$ cat config.mk
export PLATFORM = sky130hd
export DESIGN_NAME = comp_seq
export DESIGN_NICKNAME = d
export VERILOG_FILES = /design/src/rtl/comp_seq_pkg.sv /design/src/rtl/comp_seq_conv.sv /design/src/rtl/comp_seq_mul.sv /design/src/rtl/comp_seq_out.sv /design/src/rtl/comp_seq.sv
export SDC_FILE = /design/constraint.sdc
export NUM_CORES = 1
export LEC_CHECK = 0
export ABC_AREA = 1
export BUFFER_PORTS_ARGS = -buffer_cell sky130_fd_sc_hd__buf_2
export CAP_MARGIN = 20
export CORE_MARGIN = 4
export CORE_UTILIZATION = 58
export DETAILED_ROUTE_END_ITERATION = 10
export PLACE_DENSITY_LB_ADDON = 0.2
export SLEW_MARGIN = 20
export SYNTH_ARGS = -nofsm -noshare
export SYNTH_HDL_FRONTEND = slang
export SYNTH_SLANG_ARGS = --single-unit
$ cat constraint.sdc
create_clock -name clk -period 5.3 [get_ports clk]
set_input_delay 0 -clock clk [delete_from_list [all_inputs] [get_ports clk]]
set_output_delay 0 -clock clk [all_outputs]
set_load 0.03 [all_outputs]
$ cat src/rtl/comp_seq_pkg.sv
package comp_seq_pkg;

    typedef enum logic [1:0] {
        CV_IDLE = 2'd0,
        CV_WAIT = 2'd1,
        CV_HELD = 2'd2
    } cv_state_t;

    typedef enum logic [1:0] {
        MU_IDLE = 2'd0,
        MU_RUN  = 2'd1,
        MU_DONE = 2'd2
    } mu_state_t;

endpackage

$ cat src/rtl/comp_seq_conv.sv
module comp_seq_conv
    import comp_seq_pkg::*;
#(
    parameter int DW = 8
) (
    input  logic          clk,
    input  logic          rst_n,
    input  logic          tick,
    input  logic          cv_done,
    input  logic [DW-1:0] cv_data,
    output logic          cv_start,
    output logic          hand_ok,
    output logic [DW-1:0] hand_data,
    output logic          overrun
);

    cv_state_t    state_q, state_d;
    logic [DW-1:0] cap_q;

    // next-state: a tick always launches a fresh conversion
    always_comb begin
        state_d = state_q;
        unique case (state_q)
            CV_IDLE: if (tick) state_d = CV_WAIT;
            CV_WAIT: begin
                if (tick)         state_d = CV_WAIT;
                else if (cv_done) state_d = CV_HELD;
            end
            CV_HELD: if (tick) state_d = CV_WAIT;
            default: state_d = CV_IDLE;
        endcase
    end

    always_ff @(posedge clk) begin
        if (!rst_n) state_q <= CV_IDLE;
        else        state_q <= state_d;
    end

    // outputs and captured data
    always_ff @(posedge clk) begin
        if (!rst_n) begin
            cv_start <= 1'b0;
            cap_q    <= '0;
            overrun  <= 1'b0;
        end else begin
            cv_start <= tick;
            if (state_q == CV_WAIT && !tick && cv_done)
                cap_q <= cv_data;
            if (state_q == CV_WAIT && tick)
                overrun <= 1'b1;
        end
    end

    assign hand_ok   = (state_q != CV_IDLE);
    assign hand_data = cap_q;

endmodule

$ cat src/rtl/comp_seq_mul.sv
module comp_seq_mul
    import comp_seq_pkg::*;
#(
    parameter int DW      = 8,
    parameter int CW      = 8,
    parameter int NTAP    = 3,
    parameter int MUL_CYC = 4,
    parameter int OW      = DW + CW + $clog2(NTAP)
) (
    input  logic                 clk,
    input  logic                 rst_n,
    input  logic                 go,
    input  logic [DW-1:0]        x_in,
    input  logic [NTAP*CW-1:0]   coef,
    output logic                 busy,
    output logic                 res_ready,
    output logic [OW-1:0]        res
);

    localparam int PW   = DW + CW;
    localparam int CNTW = $clog2(MUL_CYC + 1);
    localparam logic [CNTW-1:0] LAST = CNTW'(MUL_CYC - 1);

    mu_state_t            state_q, state_d;
    logic [CNTW-1:0]      cnt_q;
    logic [DW-1:0]        hist [NTAP];
    logic signed [PW-1:0] prod [NTAP];
    logic signed [OW-1:0] acc;
    logic [OW-1:0]        res_q;

    // sample history: shifts once per started multiply
    for (genvar g = 0; g < NTAP; g++) begin : g_hist
        if (g == 0) begin : g_head
            always_ff @(posedge clk) begin
                if (!rst_n)  hist[0] <= '0;
                else if (go) hist[0] <= x_in;
            end
        end else begin : g_tail
            always_ff @(posedge clk) begin
                if (!rst_n)  hist[g] <= '0;
                else if (go) hist[g] <= hist[g-1];
            end
        end
        // every product depends only on registered values: one level
        assign prod[g] = PW'($signed(hist[g])) * PW'($signed(coef[g*CW +: CW]));
    end

    always_comb begin
        acc = '0;
        for (int i = 0; i < NTAP; i++)
            acc = acc + OW'(prod[i]);
    end

    always_comb begin
        state_d = state_q;
        unique case (state_q)
            MU_IDLE: if (go) state_d = MU_RUN;
            MU_RUN: begin
                if (go)                 state_d = MU_RUN;
                else if (cnt_q == LAST) state_d = MU_DONE;
            end
            MU_DONE: if (go) state_d = MU_RUN;
            default: state_d = MU_IDLE;
        endcase
    end

    always_ff @(posedge clk) begin
        if (!rst_n) state_q <= MU_IDLE;
        else        state_q <= state_d;
    end

    always_ff @(posedge clk) begin
        if (!rst_n) begin
            cnt_q <= '0;
            res_q <= '0;
        end else if (go) begin
            cnt_q <= '0;
        end else if (state_q == MU_RUN) begin
            cnt_q <= cnt_q + 1'b1;
            if (cnt_q == LAST)
                res_q <= acc;
        end
    end

    assign busy      = (state_q == MU_RUN);
    assign res_ready = (state_q == MU_DONE);
    assign res       = res_q;

endmodule

$ cat src/rtl/comp_seq_out.sv
module comp_seq_out #(
    parameter int OW = 18
) (
    input  logic          clk,
    input  logic          rst_n,
    input  logic          tick,
    input  logic          res_ready,
    input  logic [OW-1:0] res,
    output logic [OW-1:0] ctl_out,
    output logic          ctl_valid
);

    always_ff @(posedge clk) begin
        if (!rst_n) begin
            ctl_out   <= '0;
            ctl_valid <= 1'b0;
        end else if (tick && res_ready) begin
            ctl_out   <= res;
            ctl_valid <= 1'b1;
        end else begin
            ctl_valid <= 1'b0;
        end
    end

endmodule

$ cat src/rtl/comp_seq.sv
module comp_seq #(
    parameter  int DW      = 8,
    parameter  int CW      = 8,
    parameter  int NTAP    = 3,
    parameter  int MUL_CYC = 4,
    localparam int OW      = DW + CW + $clog2(NTAP)
) (
    input  logic               clk,
    input  logic               rst_n,
    input  logic               tick,
    input  logic [NTAP*CW-1:0] coef,
    output logic               adc_start,
    input  logic               adc_done,
    input  logic [DW-1:0]      adc_data,
    output logic [OW-1:0]      ctl_out,
    output logic               ctl_valid,
    output logic               mul_busy,
    output logic               overrun
);

    logic          hand_ok;
    logic [DW-1:0] hand_data;
    logic          res_ready;
    logic [OW-1:0] res;

    comp_seq_conv #(.DW(DW)) u_conv (
        .clk       (clk),
        .rst_n     (rst_n),
        .tick      (tick),
        .cv_done   (adc_done),
        .cv_data   (adc_data),
        .cv_start  (adc_start),
        .hand_ok   (hand_ok),
        .hand_data (hand_data),
        .overrun   (overrun)
    );

    comp_seq_mul #(
        .DW(DW), .CW(CW), .NTAP(NTAP), .MUL_CYC(MUL_CYC), .OW(OW)
    ) u_mul (
        .clk       (clk),
        .rst_n     (rst_n),
        .go        (tick && hand_ok),
        .x_in      (hand_data),
        .coef      (coef),
        .busy      (mul_busy),
        .res_ready (res_ready),
        .res       (res)
    );

    comp_seq_out #(.OW(OW)) u_out (
        .clk       (clk),
        .rst_n     (rst_n),
        .tick      (tick),
        .res_ready (res_ready),
        .res       (res),
        .ctl_out   (ctl_out),
        .ctl_valid (ctl_valid)
    );

endmodule

* Word-level counts from Yosys, hierarchy flattened *
Memory sizes are Yosys's and may differ from the RTL's.
Index checks and enable logic that the tools add are counted.
W data, S select, Z words.

word-level totals
  flip-flop bits (word level) = 54
  bits in latches = 0
  bits in writable memories = 24
  ROM bits = 0
  output and inout port bits = 22
  word-level logic and storage cells = 61
  memories kept = 1

memories
  name        depth  bits a word  read ports  clocked after Yosys merged registers in  wr ports  RTL line            source
  u_mul.hist  3      8            3           0                                        3         comp_seq_mul.sv:26  logic [DW-1:0] hist [NTAP];

operators by class
  add/sub/neg operators = 3
  $mul = 3
  div/mod/pow operators = 0
  $lt $le $gt $ge = 0
  equal/unequal tests = 9
  shift-type cells = 0
  multiplexer cells = 16
  bitwise logic cells = 5
  reduce and logical (&&, ||, !) cells = 15

operator list
  operator               count
  $mul A8 B8 Y16         3
  $mux W8                3
  $add A17 B16 Y18       1
  $add A16 B16 Y17       1
  $mux W2                6
  $pmux W2 S2            2
  $reduce_or A2 Y1       3
  $logic_and A1 B1 Y1    5
  $mux W1                5
  $eq A2 B1 Y1 const B   2
  $eq A2 B2 Y1 const B   2
  $logic_not A2 Y1       2
  $ne A2 B1 Y1 const B   2
  $reduce_and A2 Y1      2
  $add A3 B1 Y3 const B  1
  $eq A3 B2 Y1 const B   1
  $ne A3 B1 Y1 const B   1
  $ne A3 B3 Y1 const B   1
  $or A1 B1 Y1           3
  $reduce_and A3 Y1      1
  $not A1 Y1             2
  $reduce_bool A2 Y1     1
  $logic_not A1 Y1       1

* Depth between registers and ports, before layout *
Gate-level depths: netlist of run 1.

  depth in word-level cells = 6
  mapped depth = 29

* Hierarchy *
Synthesis of run 1 repeated with hierarchy kept, for this count alone.

unflattened totals
  cell total of the unflattened synthesis = 1456
  area, all modules = 11797.6 sq um

by module, submodules not included
  module         instances  cells each  area each (sq um)  seq. area each (sq um)
  comp_seq_mul   1          1264        10475.0            1181.1
  comp_seq_out   1          117         787.0              380.4
  comp_seq_conv  1          73          528.0              240.2
  comp_seq       1          2           7.5                0.0

* Worst setup path after synthesis of run 1 *
Ideal clock, no wire load.

  kind = flip-flop to flip-flop
  from = memory u_mul.hist[0][7]
  to = register u_mul.res_q[17] (netlist: u_mul.res[17])
  library setup time = 0.109 ns
  arrival time = 5.565 ns
  data required time = 5.191 ns
  path slack = -0.374 ns
  stages on the path, launching flop included = 25
  path buffers = 1
  period minus slack after synthesis = 5.674 ns
  path through = edfxtp_1 -> clkbuf_1 -> nand2_1 -> inv_1 -> fa_1 -> fa_1 -> inv_1 -> fa_1 -> inv_1 -> fa_1 -> inv_1 -> fa_1 -> fa_1 -> fa_1 -> inv_1 -> ha_1 -> a21oi_1 -> o21a_1 -> nand2_1 -> nor2_1 -> inv_1 -> nand2_1 -> nand3_1 -> nand2_1 -> inv_1

RTL lines
  what                    RTL line            source
  start: declaration      comp_seq_mul.sv:26
  end signal: assignment  comp_seq_mul.sv:75  res_q <= '0;
  end signal: assignment  comp_seq_mul.sv:81  res_q <= acc;
  end: declaration        comp_seq_mul.sv:29  logic [OW-1:0] res_q;

==> run summary, run 1 <==
setup violators final - 12
Hold WS - 0.211 ns
Starting Density - 0.590
Stages on worst setup path - 26
cells after synthesis - 1392
crit path launch - u_mul.hist[0][7]
Syn Nets - 1737
CP Capture Point - u_mul.res[15]
mux contribution to synthesized area - 0
RD Place Congestion - 0.876
family with the most delay on the worst path - adder cells
Final #Nets - 1878
synthesized area per cell - 8.25 µm²
xor/xnor share of the synthesized area - 0.00839
clock transition at the registers of the reported paths - 0.06 ns
Worst Max-Slew Pin Slew - 1.02 ns
number of diodes - 0
final hold violations - 0
final worst-path cycle share - 1.10
post-route minimum period - 5.85 ns
post-synthesis adder-cell area fraction - 0.489
input/output buffers - 57
Worst EP required - 5.55 ns
Clock Path Buffers - 2
ANT nets after route - 0
flops & latches, synth - 78
# DRC - 0
Worst-Skew Late Latency - 0.35 ns
worst hold-check path type - input pin to flop
Starting DRT DRC Count - 541
post-synthesis sequential area ratio - 0.157
Max Freq - 171 MHz
crit-path max FO - 7
Setup crit end kind - flop
CP max stage cell - fa_2
R2R Path Start - u_mul.hist[0][7]
GRT Overall Usage - 0.257
Cell Area, Placed - 12800 µm²
crit-path max cell delay - 0.69 ns
Die H - 149 µm
drt total wl - 26500 µm
r2r setup slk - -0.55 ns
vias in the first global route - 9406
slew margin rel. - 0.319
dpl hpwl - 21600 µm
wire per inst - 14.7 µm
Critical Path Source Type - flop
Die ar. - 22100 µm²
Max Transition Viols Final - 0
first-pass GRT wire length - 44700 µm
Root Driver - clkbuf_16
GRT overflow - 0
IO Pins - 58
largest net degree at the start of global routing - 42
share of cells above drive strength 1 - 0.206
failing checks - negative setup slack
H-tree Lvls - 3
Compound-Gate Fraction of Synth Area - 0.0401
cts bufs inserted - 9
outcome - complete, but fails checks
Core ar. - 19500 µm²
critical path class - flop to flop
# clock sinks - 78
Ys Warns - 0
Netlist cell types - 36
Final Non-Filler Cells - 1803
final instance area - 13700 µm²
Rows - 51
P&R area growth vs syn - 19.5%
simple-gate share of the synthesized area - 0.141
Reg2Reg Depth - 26
CTS tree - built
setup ws final - -0.553 ns
placed insts - 1747
Detailed Routing Iterations Pass 1 - 6
RSZ-0062 raised after global routing - true
Worst path most repeated cell - fa_1
crit path buf inv count - 9
initial antenna violation count - 0
Die X - 149 µm
CP arrival - 6.10 ns
Synth Cell Area - 11500 µm²
largest family of logic cells by synthesized area - adder cells
Crit Reg-Reg Endpoint - u_mul.res[15]
Final Skew - 0.0145 ns
DR vias - 8833
Max-Cap Viols - 0
Via density - 4.90
## flip-flops by register name (all words and copies together), names as in the netlist
signal            cells
u_out.ctl_out        18
u_conv.overrun        1
u_mul.cnt_q           3
u_conv.state_q        2
u_mul.hist           24
u_conv.cv_start       1
u_mul.state_q         2
u_out.ctl_valid       1
u_conv.hand_data      8
u_mul.res            18
## metrics by stage
step,utilization,setup TNS [ns],setup slack (ns)
after detailed placement,0.657,-4.74,-0.613
after floorplan,-,-0.00487,-0.00487
final,0.706,-4.73,-0.553
after global placement,0.657,-4.00,-0.570
after global routing,0.706,-7.14,-0.765
after CTS,0.691,-3.85,-0.486
## cells by family after synthesis
kind of cell	after synthesis
AND/OR/NAND/NOR	410
buffers and inverters	497
AO/OA/AOI/OAI	87
adder cells (fa/ha/maj)	309
flip-flops	78
XOR/XNOR	11
## worst min path at each step
stage / start / to / slack (ns) / depth (start not counted)
2_1_floorplan: tick / u_conv.state_q[1] / 0.08 / 1
3_3_place_gp: tick / u_conv.state_q[1] / 0.21 / 2
3_5_place_dp: tick / u_conv.state_q[1] / 0.22 / 2
4_1_cts: rst_n / u_conv.cv_start / 0.19 / 3
5_1_grt: rst_n / u_conv.cv_start / 0.25 / 3
6_report: rst_n / u_conv.cv_start / 0.21 / 3
## tightest hold or removal path: cells and delay by family
kind | cells | cell delay, ns
buf+inv | 2 | 0.35
simple gates | 1 | 0.15
## cell usage after synthesis (all sizes together)
cell type / count / area share
a31oi: 1 / 0.00054
a22o: 1 / 0.00076
xnor2: 4 / 0.0030
buf: 6 / 0.0038
a21o: 1 / 0.00065
o21ai: 47 / 0.021
edfxtp: 24 / 0.063
nor2: 125 / 0.042
ha: 75 / 0.082
clkinv: 2 / 0.00065
nor3: 1 / 0.0014
o21bai: 1 / 0.00065
a21oi: 31 / 0.014
a211oi: 1 / 0.00065
o21a: 1 / 0.00065
nand3b: 2 / 0.0013
and2: 1 / 0.00054
nor4: 1 / 0.00054
clkbuf: 53 / 0.017
or2: 3 / 0.0016
dfxtp: 54 / 0.094
nand4: 3 / 0.0016
o22ai: 1 / 0.00054
o211ai: 2 / 0.0013
nand2: 253 / 0.083
inv: 436 / 0.14
nand3: 21 / 0.0091
xor2: 7 / 0.0053
fa: 234 / 0.41
## cells in the final DEF, fill, tap and decap left out, types with 22 or more instances in the layout
cell / Yosys / routed
inv_1: 433 / 402
edfxtp_1: 24 / 24
buf_4: 1 / 103
inv_2: 3 / 30
nand2_1: 253 / 224
ha_1: 75 / 62
fa_1: 234 / 224
nand2_2: 0 / 22
a21oi_1: 31 / 22
buf_2: 2 / 57
o21ai_0: 40 / 34
nor2_1: 124 / 112
dfxtp_1: 54 / 54
## per-layer routing
metal,track usage,share of wire
met1,0.342,0.41
met2,0.446,0.51
met3,0.0322,0.053
met4,0.0773,0.029
met5,0,0
## cell type report
class | instances | area (µm²)
Timing Repair Buffer | 189 | 1370
Inverter | 438 | 1660
Tap cell | 265 | 332
Multi-Input combinational cell | 817 | 8270
Clock buffer | 10 | 229
Sequential cell | 78 | 1800
Fill cell | 1486 | 5730
Clock inverter | 6 | 68.8
## what timing repair did
action,in CTS,in global routing
pin swaps,33,33
endpoints found under the setup margin,12,13
setup buffers,15,16
gates resized for setup,47,61
hold buffers,10,0
endpoints found under the hold margin,11,0
Power of run 1 is not shown: default switching activity piles up to over one toggle a cycle in this logic, so the estimate is an artifact.
==> run 2, diff against run 1 <==
--- a/config.mk
+++ b/config.mk
@@ -5,7 +5,6 @@
 export SDC_FILE = /design/constraint.sdc
 export NUM_CORES = 1
 export LEC_CHECK = 0
-export ABC_AREA = 1
 export BUFFER_PORTS_ARGS = -buffer_cell sky130_fd_sc_hd__buf_2
 export CAP_MARGIN = 20
 export CORE_MARGIN = 4
==> run summary, run 2 <==
RSZ-0062 raised after global routing - true
Detailed Routing Iterations Pass 1 - 5 (-1)
final hold violations - 0 (unchanged)
H-tree Lvls - 3 (unchanged)
family with the most delay on the worst path - adder cells
CP arrival - 6.30 ns (+0.20 ns)
Worst EP required - 5.56 ns (about the same)
Critical Path Source Type - flop
Worst path most repeated cell - fa_1
Worst Max-Slew Pin Slew - 0.949 ns (-0.0696 ns)
slew margin rel. - 0.367 (+0.0474)
asr flop ratio synth - 0 (unchanged)
Root Driver - clkbuf_16
cts bufs inserted - 9 (unchanged)
Die H - 146 µm (-2.2%)
ANT nets after route - 0 (unchanged)
Ys Warns - 0 (unchanged)
# clock sinks - 78 (unchanged)
number of diodes - 0 (unchanged)
share of cells above drive strength 1 - 0.236 (+0.0298)
cells after synthesis - 1120 (-20%)
crit-path max cell delay - 0.55 ns (-0.14 ns)
RD Place Congestion - 0.918 (+4.8%)
Area contributors post-synth - fa_1 43%, dfxtp_1 9.9%, inv_1 9.2%, ha_1 8.6%, and2_1 7.1%
Worst-Skew Late Latency - 0.35 ns (about the same)
dpl hpwl - 20800 µm (-3.7%)
Via density - 5.15 (+5.1%)
input/output buffers - 57 (unchanged)
first-pass GRT wire length - 43800 µm (-2.0%)
drt total wl - 25200 µm (-4.9%)
GRT Overall Usage - 0.256 (-0.000630)
clock transition at the registers of the reported paths - 0.07 ns (about the same)
Die X - 146 µm (-2.2%)
Final #Nets - 1654 (-12%)
wire per inst - 16.3 µm (+11%)
Synth Cell Area - 11000 µm² (-4.5%)
crit path buf inv count - 4 (-5)
# DRC - 0 (unchanged)
largest net degree at the start of global routing - 43 (+2.4%)
most used flip-flop cell after synthesis - dfxtp_1
critical path class - flop to flop
GRT overflow - 0 (unchanged)
Rows - 50 (-2.0%)
Starting Density - 0.589 (-0.00183)
gr busiest metal - met2
Clock Path Buffers - 2 (unchanged)
most frequent cells after synthesis - 269 x inv_1, 234 x fa_1, 124 x and2_1, 123 x nand2_1, 75 x ha_1
Final Skew - 0.0102 ns (-0.00424 ns)
synthesized area per cell - 9.80 µm² (+19%)
Netlist cell types - 48 (+33%)
DR vias - 7974 (-9.7%)
Synth top area share - 0.427 (+0.0192)
flops & latches, synth - 78 (unchanged)
Setup crit end kind - flop
outcome - complete, but fails checks
most common cell in the netlist - inv_1
post-synthesis sequential area ratio - 0.164 (+0.00740)
IO Pins - 58 (unchanged)
vias in the first global route - 8954 (-4.8%)
most frequent cells in the layout - 249 x inv_1, 220 x fa_1, 118 x nand2_1, 111 x buf_4, 104 x and2_1
Die ar. - 21200 µm² (-4.3%)
Fill cells - 1345 (-9.5%)
failing checks - negative setup slack
Max-Cap Viols - 0 (unchanged)
commonest non-fill, non-tap cell in the layout - inv_1
Largest Register - u_mul.hist
number of flops mapped to enable cells by yosys - 24 (unchanged)
Largest register FFs - 24 (unchanged)
setup ws final - -0.741 ns (-0.188 ns)
P&R area growth vs syn - 21.8%
Hold WS - 0.0219 ns (-0.189 ns)
CP cell instances - buf_4 -> and2_4 -> buf_4 -> fa_1 -> fa_1 -> fa_1 -> fa_2 -> fa_1 -> fa_1 -> inv_1 -> fa_1 -> inv_1 -> ha_4 -> nor3_4 -> nand2b_1 -> o21a_1 -> o21a_1 -> o21a_1 -> o31ai_1
Starting DRT DRC Count - 310 (-43%)
M3 GR Usage - 0.0439 (+0.0117)
crit-path max FO - 5 (-2)
Max Freq - 166 MHz (-3.1%)
Max Transition Viols Final - 0 (unchanged)
Syn Nets - 1465 (-16%)
setup violators final - 13 (+1)
final worst-path cycle share - 1.14 (+0.0354)
grt met2 use - 0.439 (-0.00667)
post-route minimum period - 6.04 ns (+0.188 ns)
leading area contributor after synthesis - fa_1
CTS tree - built
met1 Usage GRT - 0.344 (+0.00243)
Core ar. - 18600 µm² (-4.2%)
initial antenna violation count - 0 (unchanged)
setup slack at placement - -0.752 ns (-0.139 ns)
CP max stage cell - fa_1
worst hold-check path type - input pin to flop
[run 2: cell count changes after synthesis, moves of 8 or more]
cell      previous run  this run
inv_1              433       269
nand2_1            253       123
and2_1               1       124
nor2_1             124        44
clkbuf_1            53        17
o21ai_0             40         7
nand3_1             21         5
nand2b_1             0        13
xnor2_1              4        16
mux2i_1              0        10
nor3_1               0         8
[run 2: worst paths after layout]
path | startpoint | to | slack [ns] | cells after the start
setup reg to reg | u_mul.hist[1][7] | u_mul.res[13] | -0.74 | 19
hold / removal | rst_n | u_mul.res[14] | 0.02 | 3
hold reg to reg | u_mul.res[14] | u_out.ctl_out[14] | 0.45 | 2
setup / recovery | u_mul.hist[1][7] | u_mul.res[13] | -0.74 | 19
[run 2: metrics by stage]
step | setup TNS [ns] | std cells | utilization | area [µm²]
floorplan | -1.77 | 1120 | - | 11100
global placement | -6.84 | 1485 | 0.660 | 12300
detailed placement | -7.03 | 1485 | 0.660 | 12300
CTS | -6.37 | 1537 | 0.702 | 13100
global route | -9.84 | 1548 | 0.717 | 13400
finish | -7.42 | 1548 | 0.717 | 13400
[run 2: per-layer routing]
| layer | part of all wire | wire [µm] |
|---|---|---|
| met3 | 0.039 | 993 |
| met5 | 0 | 0 |
| met1 | 0.44 | 11000 |
| met4 | 0.014 | 350 |
| met2 | 0.51 | 12900 |
[run 2: layout make-up]
cell class / count / area, µm² / share of cell area
multi-input cells: 749 / 8490 / 0.636
flip-flops and latches: 78 / 1800 / 0.135
well taps: 234 / 293 / 0.0219
inverters: 273 / 1020 / 0.0767
repair buffers: 198 / 1450 / 0.109
clock inverters: 6 / 67.6 / 0.00506
clock buffers: 10 / 229 / 0.0171
[run 2: cells by family (layout without fill, tap and decap cells)]
logic type / Yosys count / in the layout / share of synthesized area
multiplexers: 11 / 11 / 0.0101
XOR/XNOR: 20 / 20 / 0.0160
buffers and inverters: 293 / 487 / 0.101
flip-flops: 78 / 78 / 0.164
AO/OA/AOI/OAI: 77 / 77 / 0.0442
AND/OR/NAND/NOR: 332 / 332 / 0.152
adder cells (fa/ha/maj): 309 / 309 / 0.512
[run 2: worst reg2reg max path, stage by stage, from the launching register on]
cell	delay, ns
edfxtp_1	0.46
buf_4	0.18
and2_4	0.16
buf_4	0.15
fa_1	0.55
fa_1	0.45
fa_1	0.53
fa_2	0.48
fa_1	0.54
fa_1	0.51
inv_1	0.05
fa_1	0.49
inv_1	0.07
ha_4	0.19
nor3_4	0.20
nand2b_1	0.10
o21a_1	0.25
o21a_1	0.20
o21a_1	0.16
o31ai_1	0.21
[run 2: what timing repair did]
item	4_1_cts	5_1_grt
hold buffers	10	0
endpoints found under the setup margin	13	14
resized for setup	63	39
pin swaps	59	41
buffers inserted	26	12
endpoints found under the hold margin	11	0
Power of run 2 is left out for the same reason.
